$ cat src/rtl/bus_vis_pkg.sv
package bus_vis_pkg;

  typedef enum logic [2:0] {
    ACC_REPEAT  = 3'b000,
    ACC_CPU     = 3'b001,
    ACC_DBG     = 3'b010,
    ACC_COP     = 3'b011,
    ACC_IDLE    = 3'b100,
    ACC_CPU_ERR = 3'b101
  } acc_e;

  typedef enum logic [1:0] {
    SRC_CPU  = 2'b00,
    SRC_DBG  = 2'b01,
    SRC_COP  = 2'b10,
    SRC_NONE = 2'b11
  } src_e;

endpackage

$ cat src/rtl/bus_vis_rst_sync.sv
module bus_vis_rst_sync #(
  parameter int STAGES = 2
) (
  input  logic clk,
  input  logic rst_n,
  output logic rst_sn
);
  logic [STAGES-1:0] sync_q;
  logic [STAGES-1:0] sync_d;

  always_comb begin
    sync_d = {sync_q[STAGES-2:0], 1'b1};
  end

  always_ff @(posedge clk or negedge rst_n) begin
    if (!rst_n) begin
      sync_q <= '0;
    end else begin
      sync_q <= sync_d;
    end
  end

  assign rst_sn = sync_q[STAGES-1];
endmodule

$ cat src/rtl/bus_vis_phase.sv
module bus_vis_phase (
  input  logic clk,
  input  logic rst_sn,
  output logic eclk,
  output logic cap
);
  // ph_q = 1 : low phase, next edge starts a new bus cycle
  logic ph_q;
  logic ph_d;

  always_comb begin
    ph_d = ~ph_q;
  end

  always_ff @(posedge clk or negedge rst_sn) begin
    if (!rst_sn) begin
      ph_q <= 1'b1;
    end else begin
      ph_q <= ph_d;
    end
  end

  assign eclk = ~ph_q;
  assign cap  = ph_q;
endmodule

$ cat src/rtl/bus_vis_lane_fmt.sv
module bus_vis_lane_fmt #(
  parameter int DW = 16
) (
  input  logic                        word,
  input  logic [$clog2(DW/8)-1:0]     offs,
  input  logic [DW-1:0]               rdata,
  output logic [DW-1:0]               fmt,
  output logic                        lstrb
);
  localparam int NLANE = DW / 8;
  localparam int LB    = $clog2(NLANE);

  // Lane i (bits 8i+7:8i) holds the byte at offset NLANE-1-i (big-endian)
  for (genvar i = 0; i < NLANE; i++) begin : g_lane
    logic keep;
    always_comb begin
      keep = word || (offs == LB'(NLANE - 1 - i));
      fmt[8*i +: 8] = keep ? rdata[8*i +: 8] : 8'h00;
    end
  end

  always_comb begin
    lstrb = word || (offs == LB'(NLANE - 1));
  end
endmodule

$ cat src/rtl/bus_vis_classify.sv
module bus_vis_classify
  import bus_vis_pkg::*;
#(
  parameter int AW = 16,
  parameter int DW = 16
) (
  input  logic          vis_en,
  input  logic          in_vld,
  input  logic [1:0]    in_src,
  input  logic          in_wr,
  input  logic          in_word,
  input  logic [AW-1:0] in_addr,
  input  logic [DW-1:0] in_wdata,
  input  logic [DW-1:0] in_rdata,
  input  logic          in_err,
  input  logic          in_fw,
  input  logic          in_hold,
  input  acc_e          cur_acc,
  input  logic          cur_rw,
  input  logic          cur_lstrb,
  input  logic          cur_word,
  input  logic [AW-1:0] cur_addr,
  input  logic [DW-1:0] cur_wdata,
  output acc_e          nxt_acc,
  output logic          nxt_rw,
  output logic          nxt_lstrb,
  output logic          nxt_word,
  output logic [AW-1:0] nxt_addr,
  output logic [DW-1:0] nxt_wdata,
  output logic [DW-1:0] nxt_rdat
);
  localparam int LB = $clog2(DW / 8);

  logic          fmt_word;
  logic [LB-1:0] fmt_offs;
  logic [DW-1:0] fmt_data;
  logic          fmt_lstrb;
  logic          is_repeat;
  logic          hidden;
  acc_e          src_code;

  always_comb begin
    is_repeat = in_hold && (cur_acc != ACC_IDLE);
    fmt_word  = is_repeat ? cur_word : in_word;
    fmt_offs  = is_repeat ? cur_addr[LB-1:0] : in_addr[LB-1:0];
  end

  bus_vis_lane_fmt #(.DW(DW)) u_lane (
    .word  (fmt_word),
    .offs  (fmt_offs),
    .rdata (in_rdata),
    .fmt   (fmt_data),
    .lstrb (fmt_lstrb)
  );

  always_comb begin
    hidden = (in_src == SRC_NONE) || ((in_src == SRC_CPU) && in_fw);
    unique case (in_src)
      SRC_CPU: src_code = in_err ? ACC_CPU_ERR : ACC_CPU;
      SRC_DBG: src_code = ACC_DBG;
      SRC_COP: src_code = ACC_COP;
      default: src_code = ACC_IDLE;
    endcase
  end

  always_comb begin
    nxt_acc   = ACC_IDLE;
    nxt_rw    = 1'b1;
    nxt_lstrb = 1'b0;
    nxt_word  = 1'b0;
    nxt_addr  = '0;
    nxt_wdata = '0;
    nxt_rdat  = '0;
    if (vis_en && in_vld) begin
      if (in_hold) begin
        if (is_repeat) begin
          nxt_acc   = ACC_REPEAT;
          nxt_rw    = cur_rw;
          nxt_lstrb = cur_lstrb;
          nxt_word  = cur_word;
          nxt_addr  = cur_addr;
          nxt_wdata = cur_wdata;
          nxt_rdat  = cur_rw ? fmt_data : '0;
        end
      end else if (!hidden) begin
        nxt_acc   = src_code;
        nxt_rw    = ~in_wr;
        nxt_lstrb = fmt_lstrb;
        nxt_word  = in_word;
        nxt_addr  = in_addr;
        nxt_wdata = in_wr ? in_wdata : '0;
        nxt_rdat  = in_wr ? '0 : fmt_data;
      end
    end
  end
endmodule

$ cat src/rtl/bus_vis_enc.sv
module bus_vis_enc
  import bus_vis_pkg::*;
#(
  parameter int AW = 16,
  parameter int DW = 16
) (
  input  logic          clk,
  input  logic          rst_n,
  input  logic [1:0]    mode,
  input  logic          in_vld,
  input  logic [1:0]    in_src,
  input  logic          in_wr,
  input  logic          in_word,
  input  logic [AW-1:0] in_addr,
  input  logic [DW-1:0] in_wdata,
  input  logic [DW-1:0] in_rdata,
  input  logic          in_err,
  input  logic          in_fw,
  input  logic          in_hold,
  output logic          vis_eclk,
  output logic [2:0]    vis_acc,
  output logic          vis_rw,
  output logic          vis_lstrb,
  output logic [AW-1:0] vis_addr,
  output logic [DW-1:0] vis_wdata
);
  logic rst_sn;
  logic cap;
  logic vis_en;

  acc_e          acc_q,   acc_d;
  logic          rw_q,    rw_d;
  logic          lstrb_q, lstrb_d;
  logic          word_q,  word_d;
  logic [AW-1:0] addr_q,  addr_d;
  logic [DW-1:0] wdat_q,  wdat_d;
  logic [DW-1:0] rdat_q,  rdat_d;

  bus_vis_rst_sync #(.STAGES(2)) u_rst (
    .clk    (clk),
    .rst_n  (rst_n),
    .rst_sn (rst_sn)
  );

  bus_vis_phase u_phase (
    .clk    (clk),
    .rst_sn (rst_sn),
    .eclk   (vis_eclk),
    .cap    (cap)
  );

  assign vis_en = mode[1];

  bus_vis_classify #(.AW(AW), .DW(DW)) u_cls (
    .vis_en    (vis_en),
    .in_vld    (in_vld),
    .in_src    (in_src),
    .in_wr     (in_wr),
    .in_word   (in_word),
    .in_addr   (in_addr),
    .in_wdata  (in_wdata),
    .in_rdata  (in_rdata),
    .in_err    (in_err),
    .in_fw     (in_fw),
    .in_hold   (in_hold),
    .cur_acc   (acc_q),
    .cur_rw    (rw_q),
    .cur_lstrb (lstrb_q),
    .cur_word  (word_q),
    .cur_addr  (addr_q),
    .cur_wdata (wdat_q),
    .nxt_acc   (acc_d),
    .nxt_rw    (rw_d),
    .nxt_lstrb (lstrb_d),
    .nxt_word  (word_d),
    .nxt_addr  (addr_d),
    .nxt_wdata (wdat_d),
    .nxt_rdat  (rdat_d)
  );

  always_ff @(posedge clk or negedge rst_sn) begin
    if (!rst_sn) begin
      acc_q   <= ACC_IDLE;
      rw_q    <= 1'b1;
      lstrb_q <= 1'b0;
      word_q  <= 1'b0;
      addr_q  <= '0;
      wdat_q  <= '0;
      rdat_q  <= '0;
    end else if (cap) begin
      acc_q   <= acc_d;
      rw_q    <= rw_d;
      lstrb_q <= lstrb_d;
      word_q  <= word_d;
      addr_q  <= addr_d;
      wdat_q  <= wdat_d;
      rdat_q  <= rdat_d;
    end
  end

  always_comb begin
    vis_acc   = acc_q;
    vis_rw    = rw_q;
    vis_lstrb = lstrb_q;
    vis_wdata = wdat_q;
    if (!vis_eclk && rw_q) begin
      vis_addr = AW'(rdat_q);
    end else begin
      vis_addr = addr_q;
    end
  end

  AST_NO_RSVD_CODE: assert property (@(posedge clk) disable iff (!rst_sn)
    vis_acc != 3'b110 && vis_acc != 3'b111);

  AST_IDLE_QUIET: assert property (@(posedge clk) disable iff (!rst_sn)
    vis_acc == ACC_IDLE |-> vis_rw && !vis_lstrb && vis_addr == '0 && vis_wdata == '0);

  AST_COP_CODE: assert property (@(posedge clk) disable iff (!rst_sn)
    cap && vis_en && in_vld && !in_hold && in_src == SRC_COP |=> vis_acc == ACC_COP);

  AST_DISABLED_IDLE: assert property (@(posedge clk) disable iff (!rst_sn)
    cap && !mode[1] |=> vis_acc == ACC_IDLE);

  AST_WR_ADDR_STABLE: assert property (@(posedge clk) disable iff (!rst_sn)
    !vis_eclk && !vis_rw |-> $stable(vis_addr));

  AST_RD_NO_WDATA: assert property (@(posedge clk) disable iff (!rst_sn)
    vis_rw |-> vis_wdata == '0);

  AST_REPEAT_KEEPS_DIR: assert property (@(posedge clk) disable iff (!rst_sn)
    $rose(vis_eclk) && vis_acc == ACC_REPEAT |-> vis_rw == $past(vis_rw));
endmodule

$ cat config.mk
export PLATFORM = sky130hd
export DESIGN_NAME = bus_vis_enc
export DESIGN_NICKNAME = d
export VERILOG_FILES = /design/src/rtl/bus_vis_pkg.sv /design/src/rtl/bus_vis_rst_sync.sv /design/src/rtl/bus_vis_phase.sv /design/src/rtl/bus_vis_lane_fmt.sv /design/src/rtl/bus_vis_classify.sv /design/src/rtl/bus_vis_enc.sv
export SDC_FILE = /design/constraint.sdc
export NUM_CORES = 1
export LEC_CHECK = 0
export BUFFER_PORTS_ARGS = -buffer_cell sky130_fd_sc_hd__buf_4
export CORE_MARGIN = 5
export CORE_UTILIZATION = 36
export CTS_BUF_LIST = sky130_fd_sc_hd__clkbuf_8
export DETAILED_ROUTE_END_ITERATION = 10
export SYNTH_ARGS = -nofsm -noshare
export SYNTH_HDL_FRONTEND = slang
export SYNTH_HIERARCHICAL = 1
export SYNTH_SLANG_ARGS = --single-unit
$ cat constraint.sdc
create_clock -name clk -period 1.6 [get_ports clk]
set_input_delay 0.32 -clock clk [delete_from_list [all_inputs] [get_ports clk]]
set_output_delay 0.32 -clock clk [all_outputs]
set_load 0.01 [all_outputs]
== Word level (Yosys, flattened, before mapping) ==
Cells that the tools add are included.

* Bits in registers: 57
* Word-level logic and storage cells: 62

* Equal/unequal tests: 5
* Muxes and demuxes: 36
* Bitwise gates (word level): 3
* Reductions and logical operators: 9

{| class="wikitable"
|+ Operators with widths
! operator !! count
|-
| 16-bit two-way mux || 15
|-
| 8-bit two-way mux || 2
|-
| 3-bit two-way mux || 5
|-
| 1-bit two-way mux || 13
|-
| 3-bit one-hot mux with 3 select lines || 1
|-
| 3-bit != test, second input constant || 2
|-
| 2-bit == test, second input constant || 2
|-
| 1-bit logical AND || 4
|-
| 1-bit logical OR || 3
|-
| 1-bit NOT || 3
|-
| 2-bit by 1-bit == test with 1-bit output, second input constant || 1
|-
| 2-bit logical NOT || 1
|-
| 2-bit AND reduction || 1
|}

== Longest topological paths before layout ==
Gate-level depths: netlist (run 1).

* Word-level depth: 10
* Depth in mapped cells: 8
* Depth with buffers taken out: 7

== Cells and area by module ==
Netlist (run 1), hierarchy kept.

{| class="wikitable"
|+ Modules (own cells, without submodules)
! module !! instances !! cells an instance !! area each (µm²)
|-
| bus_vis_enc || 1 || 133 || 2,259.7
|-
| bus_vis_classify || 1 || 85 || 653.1
|-
| bus_vis_lane_fmt || 1 || 19 || 148.9
|-
| bus_vis_rst_sync || 1 || 3 || 53.8
|-
| bus_vis_phase || 1 || 2 || 30.0
|}

== Worst setup path after synthesis (run 1) ==
No wires, ideal clock.

* Kind: flip-flop to flip-flop
* From: register acc_q[2] (netlist: vis_acc[2])
* To: register lstrb_q (netlist: vis_lstrb)
* Setup time: 0.125 ns
* Arrival time: 2.122 ns
* Data required time: 1.475 ns
* Setup slack: -0.646 ns
* Stages on the path, launching flop included: 8
* Buffers on the path: 0
* Clock period less this slack: 2.246 ns
* Cells stage by stage: dfstp_2 nor3b_1 or2b_1 mux2_2 nor2_4 inv_2 a22o_1 mux2_2

* Cells in the longest elaborated chain, start to end: 7
* Elaborated cells on any way between the ends: 10
* Those cells by class: 2 x eq/ne; 5 x mux; 3 x reduce/logical

{| class="wikitable"
|+ Ends and longest elaborated chain
! element !! RTL line !! source
|-
| start: declaration || bus_vis_enc.sv:31 || <nowiki>acc_e acc_q, acc_d;</nowiki>
|-
| start signal: assignment || bus_vis_enc.sv:83 || <nowiki>acc_q <= ACC_IDLE;</nowiki>
|-
| start signal: assignment || bus_vis_enc.sv:91 || <nowiki>acc_q <= acc_d;</nowiki>
|-
| 3-bit != test || bus_vis_classify.sv:43 || <nowiki>is_repeat = in_hold && (cur_acc != ACC_IDLE);</nowiki>
|-
| 1-bit logical AND || bus_vis_classify.sv:43 ||
|-
| 1-bit two-way mux || bus_vis_classify.sv:45 || <nowiki>fmt_offs = is_repeat ? cur_addr[LB-1:0] : in_addr[LB-1:0];</nowiki>
|-
| net u_cls.fmt_offs || bus_vis_classify.sv:35 || <nowiki>logic [LB-1:0] fmt_offs;</nowiki>
|-
| 1-bit logical OR || bus_vis_lane_fmt.sv:23 || <nowiki>lstrb = word || (offs == LB'(NLANE - 1));</nowiki>
|-
| net u_cls.fmt_lstrb || bus_vis_classify.sv:37 || <nowiki>logic fmt_lstrb;</nowiki>
|-
| 1-bit two-way mux || bus_vis_classify.sv:85 || <nowiki>end else if (!hidden) begin</nowiki>
|-
| 1-bit two-way mux || bus_vis_classify.sv:75 || <nowiki>if (in_hold) begin</nowiki>
|-
| 1-bit two-way mux || bus_vis_classify.sv:74 || <nowiki>if (vis_en && in_vld) begin</nowiki>
|-
| net lstrb_d || bus_vis_enc.sv:33 || <nowiki>logic lstrb_q, lstrb_d;</nowiki>
|-
| end signal: assignment || bus_vis_enc.sv:93 || <nowiki>lstrb_q <= lstrb_d;</nowiki>
|-
| end: declaration || bus_vis_enc.sv:33 ||
|}

The timed path passes the listed nets, and every way through them passes these cells.
A chain may end at the register's enable or synchronous reset.

== Worst setup path in the final report (run 1) ==
* From: register acc_q[2] (netlist: vis_acc[2])
* To: register lstrb_q (netlist: vis_lstrb)

* Cells in the longest elaborated chain, start to end: 7
* Elaborated cells on any way between the ends: 10
* Those cells by class: 2 x eq/ne; 5 x mux; 3 x reduce/logical

{| class="wikitable"
|+ Ends and longest elaborated chain
! element !! RTL line !! source
|-
| 3-bit != test || bus_vis_classify.sv:43 ||
|-
| 1-bit logical AND || bus_vis_classify.sv:43 ||
|-
| 1-bit two-way mux || bus_vis_classify.sv:44 || <nowiki>fmt_word = is_repeat ? cur_word : in_word;</nowiki>
|-
| net u_cls.fmt_word || bus_vis_classify.sv:34 || <nowiki>logic fmt_word;</nowiki>
|-
| 1-bit logical OR || bus_vis_lane_fmt.sv:23 ||
|-
| net u_cls.fmt_lstrb || bus_vis_classify.sv:37 ||
|-
| 1-bit two-way mux || bus_vis_classify.sv:85 ||
|-
| 1-bit two-way mux || bus_vis_classify.sv:75 ||
|-
| 1-bit two-way mux || bus_vis_classify.sv:74 ||
|-
| net lstrb_d || bus_vis_enc.sv:33 ||
|}

The timed path passes the listed nets, and every way through them passes these cells.

==> results.cfg, run 1 <==
[cts]
numCtsBuffers = 9
cts_tree = done
clock_latency_ns = 0.33
htree_levels = 3
clk_path_buf_depth = 2
cts_sinks = 57
root_buffer = clkbuf_8
path_clk_slew_ns = 0.07

[routing]
drt-total-wl_um = 8341
ant_nets = 0
dr_total_vias = 2385
wl_met3_um = 562
drc_errors = 0
drtPass1Iterations = 4
wl_met1_um = 3907
route.met2.wl_um = 3788
dr.max_layer_used = met4
wl_per_cell_um = 17.45
via_per_inst = 4.990
drt_iter0_drc = 50

[synthesis]
async_flop_share = 1.000
synth_ff_type = dfrtp_1
synth_edf_count = 0
seq_area_frac_synth = 0.4547
syn_inst = 242
avgSynthCellArea_um2 = 13.00
yosys_register_bits = 57
ys_warn_count = 6
synth_cell_types = 33
syn_area_um2 = 3146
syn_nets = 305

[sta]
fin_ws_ns = -0.4753
finalClockSkew_ns = 0.005890
finalMaxSlewViolations = 0
min_period_ns = 2.075
setup_violations = 68
holdWs_ns = 0.1971
worstMarginPinSlew_ns = 0.5420
slew_headroom = 0.6386
rsz0062_at_grt = true
hold_viol = 0
fmax_mhz = 481.9
finalCritPeriodShare = 1.297

[global_route]
grtUsageTotal = 0.1599
first_global_vias = 2597
antenna_found_initial = 0
grt_max_degree = 35
overflow = 0
grt_first_pass_wirelength_um = 12960

[hold_path]
hold_path_class = reg2async

[setup_path]
rr_startpoint = vis_acc[2]
critPathCaptureType = flip-flop
critPathLaunchType = flip-flop
required_ns = 1.81
worst-path-max-fanout = 4
crit_type = reg2reg
startpoint = vis_acc[2]
crit_arrival_ns = 2.29

[flow_run]
drv_cap = 0

[floorplanning]
io_pins = 98
start_util = 0.3642
dieHeight_um = 103.5
fp.dieW_um = 103.5
rows = 34
core_um2 = 8636
die-area_um2 = 10710

[power]
total_leakage_power_nw = 2.397
irDropWorstVdd_mv = 0.3363
powerDensity_nw_per_um2 = 659.1
total_power_mw = 3.126

[place]
port-buffer-count = 96
dp_slack_ns = -0.4448
gp_congestion = 0.7620
hpwl_um = 5357
place_area_um2 = 4214

[run_status]
violations = setup timing
status = finished, violations left

[finish]
nNetsFinal = 428
antennaDiodeCount = 0
final_cell_area_um2 = 4743
area_growth_pct = 50.80
drive_above_1_share = 0.6649
==> critical path, stage by stage, from the launching register on <==
cell	delay (ns)
dfstp_2	0.53
nor3b_4	0.19
or2b_1	0.19
mux2_4	0.33
nor2_4	0.13
buf_6	0.12
inv_2	0.03
a22o_1	0.19
mux2_2	0.25
==> state kept, by name (all words and copies together), names as in the netlist <==
register      count
addr_q           16
rdat_q           16
u_phase/cap       1
u_rst/sync_q      2
vis_acc           3
vis_lstrb         1
vis_rw            1
vis_wdata        16
word_q            1
==> path summary, 6_finish.rpt <==
check	slack [ns]	end	depth (start not counted)
setup / recovery	-0.48	vis_lstrb	8
hold / removal	0.20	vis_wdata[10]	0
setup reg to reg	-0.48	vis_lstrb	8
hold reg to reg	0.20	vis_wdata[10]	0
max in group asynchronous	0.88	rdat_q[11]	1
min in group clk	0.33	vis_wdata[8]	3
==> layout make-up <==
| type | count | area (µm²) |
|---|---|---|
| Clock buffer | 11 | 151.4 |
| Clock inverter | 5 | 22.52 |
| Fill cell | 765 | 3892 |
| Inverter | 6 | 22.52 |
| Multi-Input combinational cell | 162 | 1829 |
| Sequential cell | 57 | 1431 |
| Tap cell | 108 | 135.1 |
| Timing Repair Buffer | 129 | 1151 |
==> placed cells by master, fill, tap and decap left out, types with 7 or more instances in the layout <==
| cell type | n |
|---|---|
| a21boi_1 | 15 |
| a22o_1 | 34 |
| and2_4 | 7 |
| buf_12 | 7 |
| buf_4 | 101 |
| buf_6 | 18 |
| clkbuf_8 | 11 |
| dfrtp_1 | 53 |
| mux2_2 | 11 |
| mux2_4 | 61 |
| nor2b_2 | 7 |
==> where the power goes <==
group	switching (mW)	internal (mW)	total [mW]
logic	0.154	0.286	0.440
clock network	0.557	0.627	1.18
registers	0.0303	1.47	1.50
total	0.742	2.38	3.13
==> kinds of logic (layout without fill, tap and decap cells) <==
| group | after synthesis | in the layout | share of synthesized area |
|---|---|---|---|
| buffers and inverters | 24 | 151 | 0.04733 |
| AND/OR/NAND/NOR | 30 | 31 | 0.07240 |
| adder cells (fa/ha/maj) | 3 | 3 | 0.01193 |
| multiplexers | 72 | 72 | 0.2697 |
| other | 1 | 1 | 0.001192 |
| flip-flops | 57 | 57 | 0.4547 |
| AO/OA/AOI/OAI | 55 | 55 | 0.1428 |
==> cell usage after synthesis, types with 2 or more instances <==
| master | n | area, µm² |
|---|---|---|
| mux2_2 | 62 | 698.2 |
| dfrtp_1 | 54 | 1351 |
| a22o_1 | 34 | 297.8 |
| and2_1 | 10 | 62.56 |
| mux2_4 | 10 | 150.1 |
| a21boi_1 | 9 | 67.56 |
| nor2b_2 | 8 | 70.07 |
| buf_2 | 7 | 35.03 |
| a21boi_0 | 6 | 45.04 |
| buf_4 | 5 | 37.54 |
| inv_1 | 5 | 18.77 |
| a21oi_1 | 4 | 20.02 |
| clkbuf_1 | 3 | 11.26 |
| dfstp_2 | 3 | 78.83 |
| ha_1 | 3 | 37.54 |
| buf_6 | 2 | 22.52 |
==> per-stage QoR <==
step                      cells  TNS [ns]  utilization
final                       478    -18.59       0.5493
after global routing        478    -23.15       0.5493
after CTS                   481    -22.15       0.5455
after detailed placement    454    -10.21       0.4880
after global placement      454    -9.056       0.4880
after floorplan             242    -7.399            -
==> layer usage <==
metal  up-vias  GRT usage
met5         -          0
met2        71     0.2461
met1      1174     0.2178
met4         0    0.05378
met3         9    0.04359
li1       1131          -
==> what timing repair did <==
action	CTS	global route
setup buffers	6	2
endpoints found under the setup margin	66	69
cloned	5	0
pin swaps	21	8
hold buffers	1	0
hold endpoints to repair	2	0
gates resized for setup	48	34
(Power assumes the default switching activity.)
==> run 2, diff against run 1 <==
--- a/config.mk
+++ b/config.mk
@@ -8,7 +8,7 @@
 export BUFFER_PORTS_ARGS = -buffer_cell sky130_fd_sc_hd__buf_4
 export CORE_MARGIN = 5
 export CORE_UTILIZATION = 36
-export CTS_BUF_LIST = sky130_fd_sc_hd__clkbuf_8
+export CTS_BUF_LIST = sky130_fd_sc_hd__clkbuf_4
 export DETAILED_ROUTE_END_ITERATION = 10
 export SYNTH_ARGS = -nofsm -noshare
 export SYNTH_HDL_FRONTEND = slang
==> run 2 against run 1 <==
The run still ends with setup timing left. Critical path depth unchanged. Clock power down 27%. Wire length decreased by 3.3%. Final area fell by 3.7%. Sequential share of layout area up 1.2 points. Largest power group unchanged. Register-to-register slack about the same. Clock skew rose by 0.0046 ns. Maximum frequency is 0.69% higher. Critical path type unchanged.
==> results.cfg, run 2 (synthesis gave the netlist of run 1 again) <==
[run_status]
status = finished, violations left
violations = setup timing

[sta]
fmax_mhz = 485.2
tns_ns = -17.41
slew_headroom = 0.6523
setup_violations = 66
worstMarginPinSlew_ns = 0.5216
finalClockSkew_ns = 0.01049
finalCritPeriodShare = 1.288
finalMaxSlewViolations = 0
min_period_ns = 2.061
rsz0062_at_grt = true
hold_viol = 0
fin_ws_ns = -0.4611

[setup_path]
critPathCaptureType = flip-flop
worstPathBufferInverterCount = 2
r2r-end = vis_lstrb
crit_chain = nor3b_4, or2b_1, mux2_4, nor2_4, buf_6, inv_2, a22o_1, mux2_2
crit_arrival_ns = 2.34
path_depth = 8
endpoint = vis_lstrb
startpoint = vis_acc[2]
required_ns = 1.88
reg2regPathDepth = 8
crit_family = multiplexers
slowest_stage = dfstp_2
worst-path-max-fanout = 4
rr_startpoint = vis_acc[2]
crit_type = reg2reg
critPathLaunchType = flip-flop
rrSetupSlack_ns = -0.46
cpPeakStageDelay_ns = 0.54

[floorplanning]
dieHeight_um = 103.5
core_um2 = 8636
io_pins = 98
fp.dieW_um = 103.5
start_util = 0.3642
die-area_um2 = 10710
rows = 34

[cts]
clk_path_buf_depth = 2
htree_levels = 3
clock_latency_ns = 0.40
numCtsBuffers = 9
root_buffer = clkbuf_4
path_clk_slew_ns = 0.10
cts_tree = done
cts_sinks = 57

[flow_run]
drv_cap = 0

[global_route]
grt_first_pass_wirelength_um = 12720
grtUsageTotal = 0.1564
grt_max_degree = 35
antenna_found_initial = 0
first_global_vias = 2520
overflow = 0

[finish]
num-fill-cells = 797
antennaDiodeCount = 0
drive_above_1_share = 0.6603
final_cell_mix = buf_4, dfrtp_1, mux2_4
nNetsFinal = 426
area_growth_pct = 45.15
final_common_cell = buf_4

[routing]
drc_errors = 0
dr_total_vias = 2357
drtPass1Iterations = 3
wl_per_cell_um = 16.94
drt-total-wl_um = 8065
drt_iter0_drc = 43
ant_nets = 0
via_per_inst = 4.952

[power]
total_power_mw = 2.783
combPwrFrac = 0.153
irDropWorstVdd_mv = 0.3413
clock_power_share = 0.308
switchingPower_mw = 0.6998
internal_power_mw = 2.083
total_leakage_power_nw = 2.328
p_seq_frac = 0.539
netSwitchingFraction = 0.2514
powerDensity_nw_per_um2 = 609.6

[place]
gp_congestion = 0.7620
hpwl_um = 5357
port-buffer-count = 96

[hold_path]
hold_path_class = reg2async
-- run 2: metal layers --
layer | track usage | routed length (µm) | vias up
met1 | 0.2133 | 3789 | 1145
li1 | - | - | 1133
met2 | 0.2392 | 3605 | 70
met5 | 0 | 0 | -
met3 | 0.04359 | 566 | 9
met4 | 0.05378 | 103 | 0
-- run 2: per-stage QoR --
| stage | util | hold WS, ns | setup slack [ns] | cell area, µm² | cells |
|---|---|---|---|---|---|
| 2_1_floorplan | - | 0.02441 | -0.4977 | 3232 | 242 |
| 6_report | 0.5287 | 0.1990 | -0.4611 | 4566 | 476 |
| 3_3_place_gp | 0.4880 | 0.1030 | -0.4073 | 4214 | 454 |
| 4_1_cts | 0.5236 | 0.2106 | -0.4526 | 4522 | 477 |
| 3_5_place_dp | 0.4880 | 0.1046 | -0.4448 | 4214 | 454 |
| 5_1_grt | 0.5287 | 0.2143 | -0.5311 | 4566 | 476 |
-- run 2: what timing repair did --
action / 4_1_cts / 5_1_grt
pin swaps: 3 / 0
endpoints found under the hold margin: 2 / 0
resized for setup: 28 / 24
setup buffers: 3 / 0
endpoints found under the setup margin: 64 / 70
hold buffers: 1 / 0
gates cloned: 4 / 0
-- run 2: how the worst min path moves through the flow --
stage                            to  slack [ns]             from  cells after the start
detailed placement  u_rst/sync_q[0]        0.10            rst_n                      1
finish                vis_wdata[14]        0.20  u_rst/sync_q[1]                      0
CTS                 u_rst/sync_q[1]        0.21            rst_n                      2
floorplan           u_rst/sync_q[0]        0.02            rst_n                      0
global route        u_rst/sync_q[0]        0.21            rst_n                      2
global placement    u_rst/sync_q[0]        0.10            rst_n                      1
-- run 2: final cells by class --
| class | instances | area (µm²) | area share |
|---|---|---|---|
| Clock inverter | 5 | 22.52 | 0.004933 |
| Clock buffer | 11 | 82.58 | 0.01809 |
| Tap cell | 108 | 135.1 | 0.02960 |
| Multi-Input combinational cell | 162 | 1739 | 0.3809 |
| Timing Repair Buffer | 127 | 1132 | 0.2480 |
| Sequential cell | 57 | 1431 | 0.3135 |
| Inverter | 6 | 22.52 | 0.004933 |
-- run 2: power groups by stage --
stage	combinational [mW]	clock [mW]	sequential, mW
finish	0.427	0.857	1.50
global route	0.463	0.941	1.51
CTS	0.419	0.890	1.50
detailed placement	0.392	0	1.53
global placement	0.388	0	1.53
floorplan	0.156	0	1.54
